--- config.mk ---
export PLATFORM = sky130hd
export DESIGN_NAME = flash_seq_ctrl
export DESIGN_NICKNAME = d
export VERILOG_FILES = /design/src/rtl/flash_seq_pkg.sv /design/src/rtl/fseq_timer.sv /design/src/rtl/fseq_prot_cmp.sv /design/src/rtl/flash_seq_ctrl.sv
export SDC_FILE = /design/constraint.sdc
export NUM_CORES = 1
export LEC_CHECK = 0
export BUFFER_PORTS_ARGS = -buffer_cell sky130_fd_sc_hd__buf_2
export CAP_MARGIN = 25
export CORE_UTILIZATION = 50
export CTS_BUF_LIST = sky130_fd_sc_hd__clkbuf_8 sky130_fd_sc_hd__clkbuf_16
export DETAILED_ROUTE_END_ITERATION = 12
export GPL_ROUTABILITY_DRIVEN = 0
export PLACE_DENSITY = 0.82
export SLEW_MARGIN = 40
export SYNTH_ARGS = -nofsm -noshare
export SYNTH_HDL_FRONTEND = slang
export SYNTH_HIERARCHICAL = 1
export SYNTH_SLANG_ARGS = --single-unit
--- constraint.sdc ---
create_clock -name clk -period 6.1 [get_ports clk]
set_input_delay 0.915 -clock clk [delete_from_list [all_inputs] [get_ports clk]]
set_output_delay 0.915 -clock clk [all_outputs]
set_load 0.03 [all_outputs]
--- src/rtl/flash_seq_pkg.sv ---
package flash_seq_pkg;
  typedef enum logic [3:0] {
    ST_IDLE, ST_ARM, ST_LATCH, ST_BLOCK, ST_NVS,
    ST_ERS, ST_PGS, ST_PROG, ST_NVH, ST_RCV
  } seq_state_t;

  typedef enum logic {OP_ERASE, OP_PGM} seq_op_t;

  localparam int B_HV = 3;
  localparam logic [3:0] C_NONE      = 4'b0000;
  localparam logic [3:0] C_PGM_ARM   = 4'b0001;
  localparam logic [3:0] C_ERASE_ARM = 4'b0010;
  localparam logic [3:0] C_HV_ONLY   = 4'b1000;
endpackage

--- src/rtl/fseq_timer.sv ---
module fseq_timer #(
  parameter int CNT_W = 8
) (
  input  logic             clk,
  input  logic             rst,
  input  logic             clr,
  output logic [CNT_W-1:0] cnt
);
  localparam logic [CNT_W-1:0] CMAX = '1;

  always_ff @(posedge clk) begin
    if (rst || clr)       cnt <= '0;
    else if (cnt != CMAX) cnt <= cnt + 1'b1;
  end
endmodule

--- src/rtl/fseq_prot_cmp.sv ---
module fseq_prot_cmp #(
  parameter int PAGE_W = 6,
  localparam int ADDR_W = PAGE_W + 10
) (
  input  logic [7:0]        bpr,
  input  logic [ADDR_W-1:0] addr,
  output logic              hit
);
  logic [ADDR_W-1:0] start;
  assign start = {2'b11, bpr, {PAGE_W{1'b0}}};
  assign hit   = (bpr != 8'hFF) && (addr >= start);
endmodule

--- src/rtl/flash_seq_ctrl.sv ---
module flash_seq_ctrl
  import flash_seq_pkg::*;
#(
  parameter int PAGE_W      = 6,
  parameter int ROW_W       = 5,
  parameter int T_NVS       = 500,
  parameter int T_PGS       = 250,
  parameter int T_NVH       = 250,
  parameter int T_PROG      = 1500,
  parameter int T_PROG_MAX  = 2000,
  parameter int T_ERS_SHORT = 50000,
  parameter int T_ERS_LONG  = 200000,
  parameter int T_RCV       = 50,
  localparam int ADDR_W     = PAGE_W + 10
) (
  input  logic              clk,
  input  logic              rst,
  input  logic              erase_long,
  input  logic              reg_wr,
  input  logic [7:0]        reg_wdata,
  output logic [7:0]        reg_rdata,
  input  logic              bpr_rd,
  input  logic [7:0]        bpr_val,
  input  logic              fl_wr,
  input  logic [ADDR_W-1:0] fl_addr,
  input  logic [7:0]        fl_wdata,
  input  logic [7:0]        fl_cur,
  output logic              arr_pgm,
  output logic              arr_erase,
  output logic [ADDR_W-1:0] arr_addr,
  output logic [7:0]        arr_data,
  output logic              read_ok,
  output logic              err_seq,
  output logic              err_prot,
  output logic              err_tprog,
  output logic              err_blank
);
  localparam int T_A   = (T_NVS > T_PGS) ? T_NVS : T_PGS;
  localparam int T_B   = (T_NVH > T_RCV) ? T_NVH : T_RCV;
  localparam int T_C   = (T_PROG_MAX > T_ERS_SHORT) ? T_PROG_MAX : T_ERS_SHORT;
  localparam int T_D   = (T_ERS_LONG > T_PROG) ? T_ERS_LONG : T_PROG;
  localparam int T_AB  = (T_A > T_B) ? T_A : T_B;
  localparam int T_CD  = (T_C > T_D) ? T_C : T_D;
  localparam int T_MAX = (T_AB > T_CD) ? T_AB : T_CD;
  localparam int CNT_W = $clog2(T_MAX + 2);

  localparam logic [CNT_W-1:0] L_NVS  = CNT_W'(T_NVS);
  localparam logic [CNT_W-1:0] L_PGS  = CNT_W'(T_PGS);
  localparam logic [CNT_W-1:0] L_NVH  = CNT_W'(T_NVH);
  localparam logic [CNT_W-1:0] L_PROG = CNT_W'(T_PROG);
  localparam logic [CNT_W-1:0] L_PMAX = CNT_W'(T_PROG_MAX);
  localparam logic [CNT_W-1:0] L_ERSS = CNT_W'(T_ERS_SHORT);
  localparam logic [CNT_W-1:0] L_ERSL = CNT_W'(T_ERS_LONG);
  localparam logic [CNT_W-1:0] L_RCV  = CNT_W'(T_RCV);

  seq_state_t        st_q, st_d;
  seq_op_t           op_q, op_d;
  logic [3:0]        ctrl_q, ctrl_d;
  logic [7:0]        bpr_q, bpr_d;
  logic [ADDR_W-1:0] base_q, base_d;
  logic [CNT_W-1:0]  cnt;
  logic [CNT_W-1:0]  ers_lim;
  logic [3:0]        wr_lo;
  logic              unused_wr_hi;
  logic              tgt_hit, lat_hit, in_row;
  logic              abort, ab_tprog, ab_blank, set_seq, set_prot, clr_err;
  logic              do_pgm, do_ers, byte_acc, tmr_clr;

  assign wr_lo        = reg_wdata[3:0];
  assign unused_wr_hi = ^reg_wdata[7:4];
  assign ers_lim      = erase_long ? L_ERSL : L_ERSS;
  assign in_row       = fl_addr[ADDR_W-1:ROW_W] == base_q[ADDR_W-1:ROW_W];

  fseq_prot_cmp #(.PAGE_W(PAGE_W)) u_tgt_cmp (
    .bpr(bpr_q), .addr(fl_addr), .hit(tgt_hit)
  );
  fseq_prot_cmp #(.PAGE_W(PAGE_W)) u_lat_cmp (
    .bpr(bpr_q), .addr(base_q), .hit(lat_hit)
  );

  assign tmr_clr = (st_d != st_q) || byte_acc;
  fseq_timer #(.CNT_W(CNT_W)) u_timer (
    .clk(clk), .rst(rst), .clr(tmr_clr), .cnt(cnt)
  );

  always_comb begin
    st_d = st_q; op_d = op_q; ctrl_d = ctrl_q; bpr_d = bpr_q; base_d = base_q;
    abort = 1'b0; ab_tprog = 1'b0; ab_blank = 1'b0;
    set_seq = 1'b0; set_prot = 1'b0; clr_err = 1'b0;
    do_pgm = 1'b0; do_ers = 1'b0; byte_acc = 1'b0;
    unique case (st_q)
      ST_IDLE: if (reg_wr) begin
        if (wr_lo == C_ERASE_ARM) begin
          op_d = OP_ERASE; ctrl_d = wr_lo; st_d = ST_ARM; clr_err = 1'b1;
        end else if (wr_lo == C_PGM_ARM) begin
          op_d = OP_PGM; ctrl_d = wr_lo; st_d = ST_ARM; clr_err = 1'b1;
        end else if (wr_lo != C_NONE) begin
          set_seq = 1'b1;
        end
      end
      ST_ARM: begin
        if (reg_wr || fl_wr) abort = 1'b1;
        else if (bpr_rd) begin
          bpr_d = bpr_val; st_d = ST_LATCH;
        end
      end
      ST_LATCH: begin
        if (reg_wr) abort = 1'b1;
        else if (fl_wr) begin
          base_d = (op_q == OP_PGM) ? {fl_addr[ADDR_W-1:ROW_W], {ROW_W{1'b0}}}
                                    : {fl_addr[ADDR_W-1:PAGE_W], {PAGE_W{1'b0}}};
          if (tgt_hit) begin
            set_prot = 1'b1; st_d = ST_BLOCK;
          end else begin
            st_d = ST_NVS;
          end
        end
      end
      ST_BLOCK: if (reg_wr && wr_lo == C_NONE) begin
        ctrl_d = C_NONE; st_d = ST_IDLE;
      end
      ST_NVS: begin
        if (reg_wr) begin
          if (wr_lo == (ctrl_q | C_HV_ONLY) && cnt >= L_NVS) begin
            ctrl_d = wr_lo;
            st_d   = (op_q == OP_PGM) ? ST_PGS : ST_ERS;
          end else abort = 1'b1;
        end else if (fl_wr) abort = 1'b1;
      end
      ST_ERS: begin
        if (reg_wr) begin
          if (wr_lo == C_HV_ONLY && cnt >= ers_lim) begin
            ctrl_d = C_HV_ONLY; do_ers = 1'b1; st_d = ST_NVH;
          end else abort = 1'b1;
        end else if (fl_wr) abort = 1'b1;
      end
      ST_PGS, ST_PROG: begin
        if (reg_wr) begin
          if (st_q == ST_PROG && wr_lo == C_HV_ONLY && cnt >= L_PROG) begin
            ctrl_d = C_HV_ONLY; st_d = ST_NVH;
          end else abort = 1'b1;
        end else if (fl_wr) begin
          if (!in_row || cnt < ((st_q == ST_PGS) ? L_PGS : L_PROG)) abort = 1'b1;
          else if (fl_cur != 8'hFF) begin
            abort = 1'b1; ab_blank = 1'b1;
          end else begin
            do_pgm = 1'b1; byte_acc = 1'b1; st_d = ST_PROG;
          end
        end else if (st_q == ST_PROG && cnt >= L_PMAX) begin
          abort = 1'b1; ab_tprog = 1'b1;
        end
      end
      ST_NVH: begin
        if (reg_wr) begin
          if (wr_lo == C_NONE && cnt >= L_NVH) begin
            ctrl_d = C_NONE; st_d = ST_RCV;
          end else abort = 1'b1;
        end else if (fl_wr) abort = 1'b1;
      end
      ST_RCV: if (cnt >= L_RCV) st_d = ST_IDLE;
      default: st_d = ST_IDLE;
    endcase
    if (abort) begin
      ctrl_d = C_NONE; st_d = ST_RCV;
    end
  end

  always_ff @(posedge clk) begin
    if (rst) begin
      st_q <= ST_IDLE; op_q <= OP_ERASE; ctrl_q <= '0; bpr_q <= 8'hFF; base_q <= '0;
      arr_pgm <= 1'b0; arr_erase <= 1'b0; arr_addr <= '0; arr_data <= '0;
      read_ok <= 1'b1;
      err_seq <= 1'b0; err_prot <= 1'b0; err_tprog <= 1'b0; err_blank <= 1'b0;
    end else begin
      st_q <= st_d; op_q <= op_d; ctrl_q <= ctrl_d; bpr_q <= bpr_d; base_q <= base_d;
      arr_pgm   <= do_pgm;
      arr_erase <= do_ers;
      if (do_pgm) begin
        arr_addr <= fl_addr; arr_data <= fl_wdata;
      end else if (do_ers) begin
        arr_addr <= base_q;
      end
      read_ok <= (st_d == ST_IDLE);
      if (clr_err) begin
        err_seq <= 1'b0; err_prot <= 1'b0; err_tprog <= 1'b0; err_blank <= 1'b0;
      end else begin
        err_seq   <= err_seq | set_seq | (abort & ~ab_tprog & ~ab_blank);
        err_prot  <= err_prot | set_prot;
        err_tprog <= err_tprog | ab_tprog;
        err_blank <= err_blank | ab_blank;
      end
    end
  end

  assign reg_rdata = {4'b0000, ctrl_q};

  assert_one_strobe_R3: assert property (@(posedge clk) disable iff (rst)
    !(arr_pgm && arr_erase));
  assert_erase_aligned_R3: assert property (@(posedge clk) disable iff (rst)
    arr_erase |-> (arr_addr[PAGE_W-1:0] == '0));
  assert_pgm_in_row_R11: assert property (@(posedge clk) disable iff (rst)
    arr_pgm |-> (arr_addr[ADDR_W-1:ROW_W] == base_q[ADDR_W-1:ROW_W]));
  assert_no_protected_strobe_R9: assert property (@(posedge clk) disable iff (rst)
    (arr_pgm || arr_erase) |-> !lat_hit);
  assert_hv_blocked_R9: assert property (@(posedge clk) disable iff (rst)
    (st_q == ST_BLOCK) |-> !ctrl_q[B_HV]);
  assert_busy_on_strobe_R10: assert property (@(posedge clk) disable iff (rst)
    (arr_pgm || arr_erase) |-> !read_ok);
  assert_abort_clears_R5: assert property (@(posedge clk) disable iff (rst)
    $rose(err_seq) |-> (reg_rdata[3:0] == 4'b0000));
  assert_tprog_abort_R7: assert property (@(posedge clk) disable iff (rst)
    $rose(err_tprog) |-> (reg_rdata == 8'h00 && !read_ok && !arr_pgm));
endmodule

Word level (Yosys, flattened, before mapping) --
Cells that the tools add are included.
Operators by class: bitwise gates (word level) 11, $lt $le $gt $ge 8, $add $sub $neg 1, mux-type cells 88, equality and inequality tests 29, reductions and logical operators 27
Operators with widths (count):
- two-way mux 4 bit | 33
- two-way mux 1 bit | 45
- greater-or-equal comparator 18 x 11 -> 1 bit, second input constant | 2
- one-hot mux 4 bit (9 select lines) | 1
- two-way mux 16 bit | 2
- one-hot mux 4 bit (6 select lines) | 1
- inequality test 2 bit, second input constant | 10
- adder 18 x 1 -> 18 bit, second input constant | 1
- greater-or-equal comparator 18 bit | 1
- greater-or-equal comparator 18 x 6 -> 1 bit, second input constant | 1
- greater-or-equal comparator 18 x 8 -> 1 bit, second input constant | 1
- greater-or-equal comparator 18 x 9 -> 1 bit, second input constant | 1
- less-than comparator 18 x 11 -> 1 bit | 1
- two-way mux 18 bit | 1
- inequality test 18 bit, second input constant | 1
- equality test 4 x 3 -> 1 bit, second input constant | 4
- greater-or-equal comparator 16 bit | 1
- inequality test 8 bit, second input constant | 2
- equality test 4 x 2 -> 1 bit, second input constant | 3
- equality test 4 bit, second input constant | 3
- zero test 4 bit | 3
- AND reduction 12 bit | 1
- equality test 11 bit | 1
- two-way mux 11 bit | 1
- 19 further kinds | 43
Storage, ports and cells: output and inout bits 39, register bits after elaboration 82, word-level logic and storage cells 179

Depth between registers and ports, before layout --
depth in word-level cells 12, gate-level depth with buffers 18, depth with buffers taken out 16

Hierarchy --
The synthesis kept the hierarchy.
Modules (own cells, without submodules):
- flash_seq_ctrl | times used 1, cells each 446, area an instance 3593.4 µm², sequential area each 1181.1 µm²
- fseq_timer | times used 1, cells each 120, area an instance 1018.5 µm², sequential area each 360.3 µm²
- fseq_prot_cmp | times used 1, cells each 32, area an instance 237.7 µm², sequential area each 0.0 µm²

Worst setup path before layout --
No wires, ideal clock.
kind input to register, start input port fl_addr[6], end register u_timer.cnt[5], path buffers 2, data arrival time 4.476 ns, required time 6.031 ns, path slack 1.555 ns, cell stages on the path 18, cells stage by stage inv_1 -> ha_1 -> nor4bb_1 -> a221o_1 -> a211oi_1 -> o21ai_1 -> or4b_2 -> nand3_1 -> o21ai_0 -> a221o_1 -> a32o_1 -> a221oi_2 -> o211ai_1 -> or2_1 -> clkbuf_1 -> clkbuf_1 -> a2111o_1 -> o21ai_1
Between the ends: elaborated cells on any way between the ends 24, classes of those cells order compare (1); eq/ne (2); mux (16); reduce/logical (5)
RTL lines:
- start: declaration | line flash_seq_ctrl.sv:25 | input logic [ADDR_W-1:0] fl_addr,
- greater-or-equal comparator 16 bit | line fseq_prot_cmp.sv:11 | assign hit = (bpr != 8'hFF) && (addr >= start);
- logical AND 1 bit | line fseq_prot_cmp.sv:11
- net tgt_hit | line flash_seq_ctrl.sv:65 | logic tgt_hit, lat_hit, in_row;
- two-way mux 3 bit | line flash_seq_ctrl.sv:112 | if (tgt_hit) begin
- two-way mux 4 bit | line flash_seq_ctrl.sv:109 | else if (fl_wr) begin
- two-way mux 4 bit | line flash_seq_ctrl.sv:108 | if (reg_wr) abort = 1'b1;
- one-hot mux 4 bit (9 select lines) | line flash_seq_ctrl.sv:91 | unique case (st_q)
- two-way mux 4 bit | line flash_seq_ctrl.sv:163 | if (abort) begin
- inequality test 4 bit | line flash_seq_ctrl.sv:81 | assign tmr_clr = (st_d != st_q) || byte_acc;
- logical OR 1 bit | line flash_seq_ctrl.sv:81
- net tmr_clr | line flash_seq_ctrl.sv:67 | logic do_pgm, do_ers, byte_acc, tmr_clr;
- logical OR 1 bit | line fseq_timer.sv:12 | if (rst || clr) cnt <= '0;
- end signal: assignment | line fseq_timer.sv:13 | else if (cnt != CMAX) cnt <= cnt + 1'b1;
- end: declaration | line fseq_timer.sv:7 | output logic [CNT_W-1:0] cnt
The timed path passes the listed nets, and every way through them passes these cells. A chain may end at the register's enable or synchronous reset.

Final worst setup path --
start input port fl_addr[6], end register u_timer.cnt[3]
The elaborated chain is that of the path after synthesis.

==> summary by stage <==
Outcome
The flow ran to the end, and the final reports show no timing, DRC or antenna violations.

Power
In this run the power density over the cells is 248 mW/mm^2. The leakage power of the design is 2.24 nW. The largest vdd supply drop is 139 uV.

GRT
The initial antenna violation count is 0. The via count of the first global-routing pass was 4566. The global-route wire length before repair is 21300 um. The pin count of the biggest net entering global routing is 56.

Summed over all layers, the global routing overflow is 0. Across every metal layer, demand over resource in global routing totals 0.261.

Place
Summing all placed instances gives a cell area of 0.00528 mm^2. The detailed placement HPWL is 9400 um. The count of input and output buffers is 84. Prior to clock tree synthesis, the placed netlist has a worst setup slack of 997 ps. The placed instance count is 781.

Synth
For this run, the register share of the synthesized area comes to 0.318. In the synthesized netlist the dominant register cell turns out to be dfxtp_1. Yosys mapped a number of flops with a built-in enable equal to 0. The post-synthesis register bit count is 77. The mapped cell area is 0.00485 mm^2. Synthesis handed over a netlist of 598 instances. The number of distinct library cells after synthesis is 90. Averaged over all synthesized cells, the footprint is 8.11 um^2.

In the synthesized netlist the async set-or-reset flop fraction comes to 0. Yosys printed 6 warnings.

Layout
The combined flip-flop and latch cell area is 0.00154 mm^2. Leaving out filler cells and counting taps, the final layout contains 797. The number of antenna repair diodes is 0. In the final layout, the share of cells above drive strength 1 is 0.202. In the final layout, the multi-input gates occupy 0.00303 mm^2. In the final design database the tool counted 736 nets. Measured on the finished design, the core utilization comes to 0.589.

The final instance area is 0.00549 mm^2. The final-layout fill cell count is 827. Relative to the synthesized area, the layout overhead comes to 13.3%.

Floorplan
The die footprint is 0.0101 mm^2. The initialized floorplan defines 35 standard-cell rows. The die is 100 um tall.

The count of pins on the block boundary is 93. After floorplanning, the core was sized to cover 0.00933 mm^2. The die boundary width is 100 um.

The starting density of the core is 0.520.

Critical path
The library cell contributing the largest single delay on the critical path is or4b_2. By startpoint and endpoint, the worst setup path is classified as in2reg. The worst setup path is launched from an input pin. The launch point of the worst path is fl_addr[6]. The peak per-stage delay on the critical path is 630 ps. The worst register-to-register path ends at u_timer/cnt[3]. The arrival time reported for the critical path endpoint is 5130 ps.

The critical path goes through buf_2, inv_1, ha_1, nor4bb_1, a221o_1, a211oi_1, o21ai_1, or4b_2, nand3_1, o21ai_0, a221o_1, a32o_1, a221oi_2, o211ai_1, or2_1, a2111o_1, o21ai_1. The count of cells along the worst register-to-register path is 16. At the worst endpoint, the required time is 6390 ps. The critical path buffer and inverter count is 2. In this run the worst path has a maximum fanout of 15. The capturing element type of the critical path is a flop. For flop-to-flop paths, the worst setup slack is 1540 ps. The startpoint identified for the worst register-to-register timing path is bpr_q[1].

The category of cells accounting for the largest share of critical-path delay is compound AO/OA/AOI/OAI gates.

STA
Setup violations remaining at the end of the flow were counted as 0. The final critical path time including I/O delays and setup is 4840 ps. Of the available clock period, the critical path in the final layout requires 0.793.

The setup TNS after final layout is 0 ps. The count of endpoints failing hold in the final timing report is 0. Across the routed clock network, the largest skew measured is 7.33 ps. For this run, the top clock speed supported by timing is 207 MHz. In the post-route analysis, the smallest setup slack over all paths is 1260 ps. The total count of max-transition violations in the final report is 0. Headroom to the max-slew limit came out at 0.441. For the pin with the worst max-slew slack, the measured transition is 832 ps. Setup repair after global routing left no endpoint under its margin.

Min path
In this run the most critical hold path is launched from arr_data[5]. The tightest min-delay check is of the reg2reg type. The worst hold path was traced through 2 stages.

The worst hold path terminates at arr_data[5].

CTS
After clock tree synthesis, the flow added hold-fix buffers numbering 0. Gates resized during post-CTS repair numbered 0. TritonCTS built the clock tree. The clock tree synthesis step divided the H-tree into 3 levels. The buffer type at the clock tree root is clkbuf_8. The TritonCTS sink count is 77. Buffers inserted during clock tree synthesis total 9. In this run the deepest clock path goes through 2 buffers. In this run the post-CTS setup repair buffer count came out at 0. The clock latency on the worst-skew pair is 350 ps.

After clock tree synthesis, the clock-pin slew on the worst setup and hold paths is 90 ps.

Routing
The first TritonRoute pass finished after 5 iterations. The final wirelength is 13000 um. The total via count in the routed design is 4867. In the routed layout, each cell is associated on average with a via count of 6.11. For this run, design rule violations remaining after detail routing come to 0. The antenna violation net count after detailed routing is 0. In the final routed layout, each cell accounts on average for 16.4 um. The detailed router's first-iteration violation count is 316.

Flow run
The number of violations of the max-capacitance limit is 0.
worst max-delay path by stage:
stage	end	slack, ps	cells past startpoint
floorplan	u_timer/cnt[5]	1560	18
global route	u_timer/cnt[2]	1000	17
global placement	u_timer/cnt[5]	1130	17
detailed placement	u_timer/cnt[4]	1000	17
CTS	u_timer/cnt[4]	1360	17
finish	u_timer/cnt[3]	1260	17
synthesized netlist by cell type, types with 3 or more instances:
cell / n / area share
dfxtp_1: 77 / 0.32
nand2_1: 66 / 0.051
a21oi_1: 55 / 0.057
nor2_1: 55 / 0.043
inv_1: 29 / 0.022
nand4_1: 22 / 0.028
ha_1: 19 / 0.049
nand3_1: 19 / 0.020
clkbuf_1: 17 / 0.013
o21ai_0: 17 / 0.018
a22oi_1: 12 / 0.019
mux2i_1: 12 / 0.025
nor3_1: 11 / 0.011
xnor2_1: 11 / 0.020
buf_2: 10 / 0.010
o21ai_1: 10 / 0.010
a2111o_1: 9 / 0.021
a211o_1: 8 / 0.014
nor2b_1: 7 / 0.0090
a211oi_1: 6 / 0.0093
a31oi_1: 5 / 0.0064
and2_1: 5 / 0.0064
and4_1: 5 / 0.0090
buf_4: 5 / 0.0077
o2111ai_1: 5 / 0.0090
o211ai_1: 5 / 0.0077
or3_1: 4 / 0.0052
xor2_1: 4 / 0.0072
a21boi_1: 3 / 0.0046
a41o_1: 3 / 0.0062
nor4_1: 3 / 0.0039
or2_2: 3 / 0.0039
cell type report:
class,count,area share
Multi-Input combinational cell,458,0.552
Sequential cell,77,0.281
Timing Repair Buffer,87,0.0806
Tap cell,129,0.0294
Clock buffer,9,0.0226
Inverter,30,0.0205
Clock inverter,7,0.0146
sequential cells by signal, indices dropped and copies added, names as in the netlist:
signal and cells:
u_timer/cnt 18, arr_addr 16, base_q 11, arr_data 8, bpr_q 8, ctrl_q 4
st_q 4, arr_erase 1, arr_pgm 1, err_blank 1, err_prot 1, err_seq 1
err_tprog 1, op_q 1, read_ok 1
metal layers:
metal | GRT usage | up-vias | share of wire
met5 | 0 | - | 0
met4 | 0.0959 | 0 | 0.024
li1 | - | 2345 | -
met3 | 0.0562 | 38 | 0.059
met2 | 0.450 | 187 | 0.50
met1 | 0.320 | 2297 | 0.41
power by group:
part           total [mW]  switching [mW]  leakage (nW)  internal [mW]
Combinational       0.391           0.243          1.51          0.149
Sequential          0.566          0.0398         0.622          0.526
Clock               0.407           0.212         0.102          0.195
worst register-to-register path, delay by kind of cell, from the launching register on:
kind                     cells  cell delay [ps]
AND/OR/NAND/NOR              4             1360
buffers and inverters        1               60
adder cells (fa/ha/maj)      1              310
flip-flops                   1              390
AO/OA/AOI/OAI               10             2380
metrics by stage:
stage               hold WS (ps)  total power, mW
finish                       454             1.36
global route                 468             1.43
CTS                          452             1.36
detailed placement           441            0.954
global placement             435            0.940
floorplan                    458            0.862
cells by family (layout without fill, tap and decap cells):
| logic type | Yosys count | after routing | synth area share |
|---|---|---|---|
| AND/OR/NAND/NOR | 231 | 231 | 0.253 |
| AO/OA/AOI/OAI | 176 | 176 | 0.262 |
| flip-flops | 77 | 77 | 0.318 |
| buffers and inverters | 66 | 133 | 0.0632 |
| adder cells (fa/ha/maj) | 20 | 20 | 0.0511 |
| XOR/XNOR | 15 | 15 | 0.0271 |
| multiplexers | 12 | 12 | 0.0248 |
| other | 1 | 4 | 0.000773 |
cell usage in the layout, fill, tap and decap left out, types with 5 or more instances in the layout:
master / count
buf_2: 84
dfxtp_1: 77
nand2_1: 66
a21oi_1: 55
nor2_1: 55
inv_1: 29
nand4_1: 22
ha_1: 19
nand3_1: 18
o21ai_0: 17
a22oi_1: 12
mux2i_1: 12
nor3_1: 11
xnor2_1: 11
o21ai_1: 10
clkbuf_8: 9
a2111o_1: 9
a211o_1: 8
nor2b_1: 7
a211oi_1: 6
and2_1: 5
a31oi_1: 5
o211ai_1: 5
and4_1: 5
No activity file was read; power rests on OpenSTA's default activity.
